===== src/rtl/cdiv_pkg.sv =====
package cdiv_pkg;
  // bit of the command register that requests an aligned update
  localparam int unsigned CDIV_GO_BIT   = 0;
  // bit of the status register that shows an update in progress
  localparam int unsigned CDIV_BUSY_BIT = 0;

  typedef enum logic {
    GO_IDLE  = 1'b0,
    GO_DRAIN = 1'b1
  } go_state_e;
endpackage


===== src/rtl/cdiv_regs.sv =====
module cdiv_regs
  import cdiv_pkg::*;
#(
  parameter int unsigned N_DIV   = 4,
  parameter int unsigned RATIO_W = 5,
  parameter int unsigned DATA_W  = 16,
  parameter int unsigned ADDR_W  = 3
) (
  input  logic                            clk,
  input  logic                            rst_n,
  input  logic                            we,
  input  logic [ADDR_W-1:0]               addr,
  input  logic [DATA_W-1:0]               wdata,
  input  logic                            busy,
  input  logic                            commit,
  output logic [N_DIV-1:0][RATIO_W-1:0]   staged_o,
  output logic [N_DIV-1:0]                en_o,
  output logic [N_DIV-1:0]                chg_o,
  output logic                            go_req_o,
  output logic [DATA_W-1:0]               rdata
);
  localparam int unsigned EN_BIT = DATA_W - 1;
  localparam logic [ADDR_W-1:0] CMD_A  = ADDR_W'(N_DIV);
  localparam logic [ADDR_W-1:0] STAT_A = ADDR_W'(N_DIV + 1);
  localparam logic [ADDR_W-1:0] CHG_A  = ADDR_W'(N_DIV + 2);

  logic [N_DIV-1:0][RATIO_W-1:0] staged_q;
  logic [N_DIV-1:0]              en_q;
  logic [N_DIV-1:0]              chg_q;
  logic                          unused_wdata;

  assign unused_wdata = ^wdata[EN_BIT-1:RATIO_W];
  assign go_req_o = we && (addr == CMD_A) && wdata[CDIV_GO_BIT];

  for (genvar i = 0; i < N_DIV; i++) begin : g_slot
    logic hit;
    assign hit = we && !busy && (addr == ADDR_W'(i));

    always_ff @(posedge clk or negedge rst_n) begin
      if (!rst_n) begin
        staged_q[i] <= '0;
        en_q[i]     <= 1'b0;
      end else if (hit) begin
        staged_q[i] <= wdata[RATIO_W-1:0];
        en_q[i]     <= wdata[EN_BIT];
      end
    end

    always_ff @(posedge clk or negedge rst_n) begin
      if (!rst_n) begin
        chg_q[i] <= 1'b0;
      end else if (commit) begin
        chg_q[i] <= 1'b0;
      end else if (hit && (wdata[RATIO_W-1:0] != staged_q[i])) begin
        chg_q[i] <= 1'b1;
      end
    end

    assert_flag_on_change_R3: assert property (@(posedge clk) disable iff (!rst_n)
      (we && !busy && (addr == ADDR_W'(i)) && (wdata[RATIO_W-1:0] != staged_q[i]))
      |=> chg_q[i]);
  end

  always_comb begin
    rdata = '0;
    for (int i = 0; i < N_DIV; i++) begin
      if (addr == ADDR_W'(i)) begin
        rdata[RATIO_W-1:0] = staged_q[i];
        rdata[EN_BIT]      = en_q[i];
      end
    end
    if (addr == STAT_A) rdata[CDIV_BUSY_BIT] = busy;
    if (addr == CHG_A)  rdata[N_DIV-1:0]     = chg_q;
  end

  assign staged_o = staged_q;
  assign en_o     = en_q;
  assign chg_o    = chg_q;

  assert_stage_frozen_R5: assert property (@(posedge clk) disable iff (!rst_n)
    busy |=> ($stable(staged_q) && $stable(en_q)));

  assert_flags_clear_R9: assert property (@(posedge clk) disable iff (!rst_n)
    commit |=> (chg_q == '0));
endmodule


===== src/rtl/cdiv_go_ctrl.sv =====
module cdiv_go_ctrl
  import cdiv_pkg::*;
#(
  parameter int unsigned N_DIV = 4
) (
  input  logic             clk,
  input  logic             rst_n,
  input  logic             go_req,
  input  logic [N_DIV-1:0] div_en,
  input  logic [N_DIV-1:0] parked,
  output logic             busy,
  output logic             commit
);
  go_state_e state_q, state_d;
  logic      all_done;

  // a disabled divider never holds up the realignment
  assign all_done = &(parked | ~div_en);
  assign busy     = (state_q == GO_DRAIN);
  assign commit   = busy && all_done;

  always_comb begin
    state_d = state_q;
    unique case (state_q)
      GO_IDLE:  if (go_req)   state_d = GO_DRAIN;
      GO_DRAIN: if (all_done) state_d = GO_IDLE;
      default:                state_d = GO_IDLE;
    endcase
  end

  always_ff @(posedge clk or negedge rst_n) begin
    if (!rst_n) state_q <= GO_IDLE;
    else        state_q <= state_d;
  end

  assert_go_starts_R4: assert property (@(posedge clk) disable iff (!rst_n)
    (!busy && go_req) |=> busy);

  assert_go_ignored_R6: assert property (@(posedge clk) disable iff (!rst_n)
    (busy && !commit) |=> busy);

  assert_idle_holds_R6: assert property (@(posedge clk) disable iff (!rst_n)
    (!busy && !go_req) |=> !busy);
endmodule


===== src/rtl/cdiv_counter.sv =====
module cdiv_counter #(
  parameter int unsigned RATIO_W = 5
) (
  input  logic               clk,
  input  logic               rst_n,
  input  logic               en,
  input  logic [RATIO_W-1:0] staged,
  input  logic               chg,
  input  logic               busy,
  input  logic               commit,
  output logic               pulse_o,
  output logic               parked_o
);
  logic [RATIO_W-1:0] active_q;
  logic [RATIO_W-1:0] cnt_q;
  logic               park_q;
  logic               term;

  assign term     = (cnt_q == active_q);
  assign pulse_o  = en && !park_q && term;
  assign parked_o = park_q;

  always_ff @(posedge clk or negedge rst_n) begin
    if (!rst_n) begin
      active_q <= '0;
      cnt_q    <= '0;
      park_q   <= 1'b0;
    end else if (commit) begin
      cnt_q  <= '0;
      park_q <= 1'b0;
      if (chg) active_q <= staged;
    end else if (!en) begin
      cnt_q  <= '0;
      park_q <= 1'b0;
    end else if (park_q) begin
      cnt_q <= '0;
    end else if (term) begin
      cnt_q <= '0;
      if (busy) park_q <= 1'b1;
    end else begin
      cnt_q <= cnt_q + 1'b1;
    end
  end

  assert_one_cycle_pulse_R2: assert property (@(posedge clk) disable iff (!rst_n)
    (pulse_o && (active_q != '0) && !commit) |=> !pulse_o);

  assert_park_after_full_period_R10: assert property (@(posedge clk) disable iff (!rst_n)
    $rose(park_q) |-> $past(pulse_o));

  assert_aligned_restart_R8: assert property (@(posedge clk) disable iff (!rst_n)
    commit |=> (cnt_q == '0 && !park_q));
endmodule


===== src/rtl/cdiv_bank.sv =====
module cdiv_bank
  import cdiv_pkg::*;
#(
  parameter int unsigned N_DIV   = 4,
  parameter int unsigned RATIO_W = 5,
  parameter int unsigned DATA_W  = 16,
  localparam int unsigned ADDR_W = $clog2(N_DIV + 3)
) (
  input  logic              clk,
  input  logic              rst_n,
  input  logic              reg_we,
  input  logic [ADDR_W-1:0] reg_addr,
  input  logic [DATA_W-1:0] reg_wdata,
  output logic [DATA_W-1:0] reg_rdata,
  output logic [N_DIV-1:0]  clk_en_o
);
  logic [N_DIV-1:0][RATIO_W-1:0] staged;
  logic [N_DIV-1:0]              div_en;
  logic [N_DIV-1:0]              chg;
  logic [N_DIV-1:0]              parked;
  logic                          go_req;
  logic                          busy;
  logic                          commit;

  cdiv_regs #(
    .N_DIV(N_DIV), .RATIO_W(RATIO_W), .DATA_W(DATA_W), .ADDR_W(ADDR_W)
  ) u_regs (
    .clk(clk), .rst_n(rst_n), .we(reg_we), .addr(reg_addr), .wdata(reg_wdata),
    .busy(busy), .commit(commit), .staged_o(staged), .en_o(div_en),
    .chg_o(chg), .go_req_o(go_req), .rdata(reg_rdata)
  );

  cdiv_go_ctrl #(.N_DIV(N_DIV)) u_go (
    .clk(clk), .rst_n(rst_n), .go_req(go_req), .div_en(div_en),
    .parked(parked), .busy(busy), .commit(commit)
  );

  for (genvar i = 0; i < N_DIV; i++) begin : g_div
    cdiv_counter #(.RATIO_W(RATIO_W)) u_cnt (
      .clk(clk), .rst_n(rst_n), .en(div_en[i]), .staged(staged[i]),
      .chg(chg[i]), .busy(busy), .commit(commit),
      .pulse_o(clk_en_o[i]), .parked_o(parked[i])
    );
  end

  assert_disabled_low_R2: assert property (@(posedge clk) disable iff (!rst_n)
    (!busy && (div_en == '0)) |=> (clk_en_o == '0 || div_en != '0));

  assert_no_pulse_at_commit_R10: assert property (@(posedge clk) disable iff (!rst_n)
    commit |-> (clk_en_o == '0));
endmodule


===== config.mk =====
export PLATFORM = sky130hd
export DESIGN_NAME = cdiv_bank
export DESIGN_NICKNAME = d
export VERILOG_FILES = /design/src/rtl/cdiv_pkg.sv /design/src/rtl/cdiv_regs.sv /design/src/rtl/cdiv_go_ctrl.sv /design/src/rtl/cdiv_counter.sv /design/src/rtl/cdiv_bank.sv
export SDC_FILE = /design/constraint.sdc
export NUM_CORES = 1
export LEC_CHECK = 0
export BUFFER_PORTS_ARGS = -buffer_cell sky130_fd_sc_hd__buf_2
export CORE_MARGIN = 2
export CORE_UTILIZATION = 45
export DETAILED_ROUTE_END_ITERATION = 10
export GPL_TIMING_DRIVEN = 0
export PLACE_DENSITY = 0.7
export SLEW_MARGIN = 20
export SYNTH_ARGS = -nofsm -noshare
export SYNTH_HDL_FRONTEND = slang
export SYNTH_SLANG_ARGS = --single-unit

===== constraint.sdc =====
create_clock -name clk -period 4.5 [get_ports clk]
set_input_delay 0 -clock clk [delete_from_list [all_inputs] [get_ports clk]]
set_output_delay 0 -clock clk [all_outputs]
set_load 0.1 [all_outputs]

Word-level counts from Yosys, hierarchy flattened
Index checks and enable logic that the tools add are counted.
W data, S select, Z words.
- add/sub/neg operators: 4
- multiply operators: 0
- div/mod/pow operators: 0
- order comparisons: 0
- equality and inequality tests: 14
- shift-type cells: 0
- muxes and demuxes: 54
- bitwise logic cells: 3
- reduce and logical (&&, ||, !) cells: 35
- operators with widths (cell ; count):
    $mux W5 ; 20
    $mux W1 ; 32
    $add A5 B1 Y5 const B ; 4
    $eq A5 B5 Y1 ; 4
    $logic_and A1 B1 Y1 ; 20
    $ne A5 B5 Y1 ; 4
    $eq A3 B3 Y1 const B ; 3
    $reduce_and A2 Y1 ; 4
    $reduce_bool A2 Y1 ; 4
    $eq A3 B2 Y1 const B ; 2
    $logic_not A1 Y1 ; 5
    $mux W4 ; 1
    $not A4 Y4 ; 1
    $or A4 B4 Y4 ; 1
    $reduce_and A4 Y1 ; 1
    $eq A3 B1 Y1 const B ; 1
    $logic_not A3 Y1 ; 1
    $pmux W1 S2 ; 1
    $not A1 Y1 ; 1
- register bits: 73
- latch bits: 0
- bits in writable memories: 0
- bits in read-only memories: 0
- bits of input ports: 22
- output and inout port bits: 20
- word-level logic and storage cells: 135
- memories kept: 0

Longest topological paths before layout
- depth after elaboration: 7
- depth in mapped cells: 6
- mapped depth without buffers: 4

Modules after synthesis
Synthesis repeated with hierarchy kept, for this count alone.
- cells, all modules: 345
- area total of the unflattened synthesis: 3863.7 um^2
- by module, submodules not included (module ; times used ; cells an instance ; area an instance (um^2)):
    cdiv_counter ; 4 ; 46 ; 530.5
    cdiv_regs ; 1 ; 152 ; 1672.9
    cdiv_go_ctrl ; 1 ; 9 ; 68.8

Worst setup path after synthesis
No wires, ideal clock.
- path kind: input -> output
- start: in reg_addr[1]
- end: out reg_rdata[2]
- arrival time: 2.865 ns
- required time: 4.500 ns
- path slack: 1.635 ns
- cell stages on the path: 6
- path buffers: 2
- cell sequence: clkbuf_1 buf_2 mux2i_1 nor2_1 a21oi_1 o21ai_0
- word-level cells in the longest chain between the ends: 6
- elaborated cells on any way between the ends: 10
- those cells by class: eq/ne (4); mux (5); reduce/logical (1)
- RTL lines (item ; RTL line ; text):
    start, declared ; cdiv_bank.sv:12 ; input logic [ADDR_W-1:0] reg_addr,
    $logic_not A3 Y1 ; cdiv_regs.sv:67 ; if (addr == ADDR_W'(i)) begin
    $mux W5 (4 in series) ; cdiv_regs.sv:67 ;
    $mux W4 (*) ; cdiv_regs.sv:73 ; if (addr == CHG_A) rdata[N_DIV-1:0] = chg_q;
    end, declared ; cdiv_bank.sv:14 ; output logic [DATA_W-1:0] reg_rdata,
Every way passes the cells marked *; elsewhere a longest branch is shown, timed or not.

Final worst setup path
- start: reg g_div[3].u_cnt.cnt_q[1]
- end: out clk_en_o[3]
- word-level cells in the longest chain between the ends: 2
- RTL lines (item ; RTL line ; text):
    start, declared ; cdiv_counter.sv:15 ; logic [RATIO_W-1:0] cnt_q;
    start signal, assigned ; cdiv_counter.sv:41 ; cnt_q <= cnt_q + 1'b1;
    $eq A5 B5 Y1 ; cdiv_counter.sv:19 ; assign term = (cnt_q == active_q);
    $logic_and A1 B1 Y1 ; cdiv_counter.sv:20 ; assign pulse_o = en && !park_q && term;
    end, declared ; cdiv_bank.sv:15 ; output logic [N_DIV-1:0] clk_en_o
No other way between the ends.

==> flow_summary_export.csv <==
group,metric,value,unit
run_status,status,"complete, no violations",
clock_tree,cts_setup_buffers,0,
route,drc,0,
die,dieArea,9071,µm²
sta,tightest_slew,0.6155,ns
die,pin_count,42,
setup_path,crit_type,"reg -> out",
power,irDropWorstVdd,198.7,µV
placement,port_buffers,15,
global_route,grt_max_degree,39,
sta,rsz0062_at_grt,"no",
die,core_area,8134,µm²
clock_tree,cts_made_buffers,9,
sta,fmax,0.5034,GHz
flow_run,maxCapViolCount,0,
layout,final_layout_size_suffix_gt1_frac,0.2888,
yosys,ys_ff_latch,73,
route,vias,2446,
placement,dpl.hpwl,5409,µm
route,wl_per_cell,15.43,µm
clock_tree,clk_pin_slew,0.08,ns
die,num_rows,33,
layout,instances_no_fill,472,
sta,tns,0,ns
clock_tree,cts_resized,0,
yosys,async_reset_ff_frac,1.000,
clock_tree,clock-sinks,73,
yosys,synth-edff-count,0,
global_route,gr-total-overflow,0,
layout,syn_to_final_growth,13.69,%
sta,fin_crit_sh,0.4414,
yosys,yosys_warnings,0,
power,seqPwrFrac,0.391,
clock_tree,cts.htree.levels,3,
layout,antenna_cells,0,
clock_tree,clock_path_buffers,2,
setup_path,crit_path_end_kind,"output port",
yosys,synthFlopType,"dfrtp_1",
die,start_util,0.4605,
power,cellPowerDensity,649.4,nW/µm²
setup_path,critPathRequiredTime,4.50,ns
sta,clock_skew,0.01183,ns
clock_tree,clock-root-buffer,"clkbuf_8",
hold_path,worstHoldPathType,"in -> async",
power,swShare,0.4089,
power,internal_power,1.635,mW
clock_tree,cts_tree,"built",
layout,finish.net_count,388,
clock_tree,clock_latency,0.35,ns
power,power_frac_comb,0.406,
yosys,netlist_instances,323,
yosys,netlist_area,3746,µm²
route,drt_iter0_drc,191,
die,die_y,95.24,µm
sta,min_period,1.986,ns
power,p_leak,2.045,nW
yosys,syn_area_per_cell,11.60,µm²
die,die_x,95.24,µm
clock_tree,holdBufCountCts,3,
route,routed_wl,7282,µm
global_route,grt_usage,0.1803,
placement,placedCellCount,453,
sta,whs,0.1493,ns
sta,setup_viol,0,
placement,place_congestion,0.8429,
power,total_power,2.766,mW
setup_path,critPathMaxFanout,3,
sta,slew_violations,0,
sta,hold_viol_final,0,
yosys,ys_seq_area_frac,0.4876,
global_route,antenna_found_initial,0,
setup_path,arrival,1.99,ns
yosys,ys_types,37,
route,viasPerCell,5.182,
route,ant_nets,0,
power,pwr-share-clk,0.203,
route,drtPass1Iterations,5,
setup_path,cp-start-kind,"flop",
global_route,grt_pass1_vias,2503,
sta,max-slew-margin-rel,0.5896,
power,p_sw,1.131,mW
global_route,grt_first_pass_wirelength,12270,µm
routing by layer:
metal  routed length [µm]  share of wire  track usage
met5                    0              0            0
met4                  110          0.015      0.05797
met3                  345          0.047      0.03874
met2                 3514           0.48       0.2958
met1                 3311           0.45       0.2385
critical path: stages (launching register included):
cell     delay (ns)
dfrtp_1        0.41
xor2_1         0.15
nor3_1         0.34
and3_2         0.24
buf_4          0.09
buf_2          0.41
cells by family after synthesis:
group | after synthesis | synth area share
fa+ha+maj | 4 | 0.01336
compound gates | 25 | 0.04609
simple gates | 87 | 0.1273
xor+xnor | 52 | 0.1216
buf+inv | 31 | 0.04809
other cells | 1 | 0.001001
flops | 73 | 0.4876
mux | 50 | 0.1550
per-stage QoR:
stage / instance area (µm²) / utilization / worst slack (ns)
2_1_floorplan: 3780 / - / 1.635
3_3_place_gp: 3986 / 0.4901 / 2.551
3_5_place_dp: 4009 / 0.4928 / 2.540
6_report: 4259 / 0.5236 / 2.514
5_1_grt: 4259 / 0.5236 / 2.406
4_1_cts: 4259 / 0.5236 / 2.488
final timing paths:
| path | end | slack (ns) | cells after the start | from |
|---|---|---|---|---|
| setup / recovery | clk_en_o[3] | 2.51 | 5 | g_div[3].u_cnt.cnt_q[1] |
| hold / removal | g_div[2].u_cnt.cnt_q[3] | 0.15 | 2 | rst_n |
| setup reg to reg | g_div[2].u_cnt.active_q[4] | 2.52 | 4 | u_regs.en_o[3] |
| hold reg to reg | g_div[1].u_cnt.cnt_q[0] | 0.50 | 1 | g_div[1].u_cnt.cnt_q[0] |
| max in group asynchronous | g_div[1].u_cnt.active_q[0] | 3.79 | 3 | rst_n |
| min in group clk | u_go.busy | 0.18 | 4 | reg_addr[0] |
cell usage after synthesis (2+ instances only):
master | instances | share of area
a21oi_1 | 4 | 0.0053
xor2_1 | 38 | 0.089
ha_1 | 4 | 0.013
nor2b_1 | 5 | 0.0084
mux2i_1 | 4 | 0.011
xnor2_1 | 14 | 0.033
clkbuf_1 | 9 | 0.0090
inv_1 | 5 | 0.0050
a22o_1 | 3 | 0.0070
mux4_2 | 2 | 0.012
nor4_1 | 2 | 0.0033
mux2_2 | 44 | 0.13
o21a_1 | 2 | 0.0040
nor3_1 | 8 | 0.011
nor2_1 | 31 | 0.031
dfrtp_1 | 73 | 0.49
nor3b_1 | 4 | 0.0080
and2b_2 | 4 | 0.0094
buf_4 | 14 | 0.028
nand3_1 | 15 | 0.020
a31oi_1 | 6 | 0.010
o21ai_0 | 5 | 0.0067
nand3b_1 | 3 | 0.0060
nor3b_2 | 2 | 0.0067
and3_1 | 3 | 0.0050
a21bo_2 | 4 | 0.011
nand2_1 | 5 | 0.0050
power by group through the flow:
stage | clock (mW) | sequential (mW) | combinational, mW
after global placement | 0 | 1.08 | 1.10
after floorplan | 0 | 1.02 | 0.958
after detailed placement | 0 | 1.09 | 1.13
after global routing | 0.603 | 1.11 | 1.22
final | 0.562 | 1.08 | 1.12
after CTS | 0.573 | 1.08 | 1.13
layout make-up:
cell class / instances / area [µm²]
Inverter: 5 / 18.77
Multi-Input combinational cell: 228 / 1773
Tap cell: 105 / 131.4
Clock inverter: 5 / 78.83
Fill cell: 700 / 3875
Clock buffer: 11 / 141.4
Buffer: 26 / 161.4
Timing Repair Buffer: 19 / 127.6
Sequential cell: 73 / 1827
cells in the final DEF, fill, tap and decap left out, types with 3 or more instances in the layout:
cell type      synthesis  layout
and2b_2                4       4
nand3_1               15      15
a22o_1                 3       3
mux2_2                44      44
nand2_1                5       5
mux2i_1                4       4
nor3_1                 8       8
xnor2_1               14      14
a21bo_2                4       4
inv_1                  5       5
clkbuf_1               9      10
a31oi_1                6       6
xor2_1                38      38
ha_1                   4       4
nor2b_1                5       5
nor3b_1                4       4
nand3b_1               3       3
conb_1                 1      10
o21ai_0                5       5
clkbuf_8               1      11
dlygate4sd3_1          0       3
a21oi_1                4       4
buf_4                 14      15
dfrtp_1               73      73
buf_2                  1      15
and3_1                 3       3
nor2_1                31      31
flip-flops by register name (all words and copies together) (netlist names):
register	flops
g_div.u_cnt.active_q	20
g_div.u_cnt.cnt_q	20
g_div.u_cnt.parked_o	4
u_go.busy	1
u_regs.chg_o	4
u_regs.en_o	4
u_regs.staged_o	20
(Power assumes the default switching activity.)
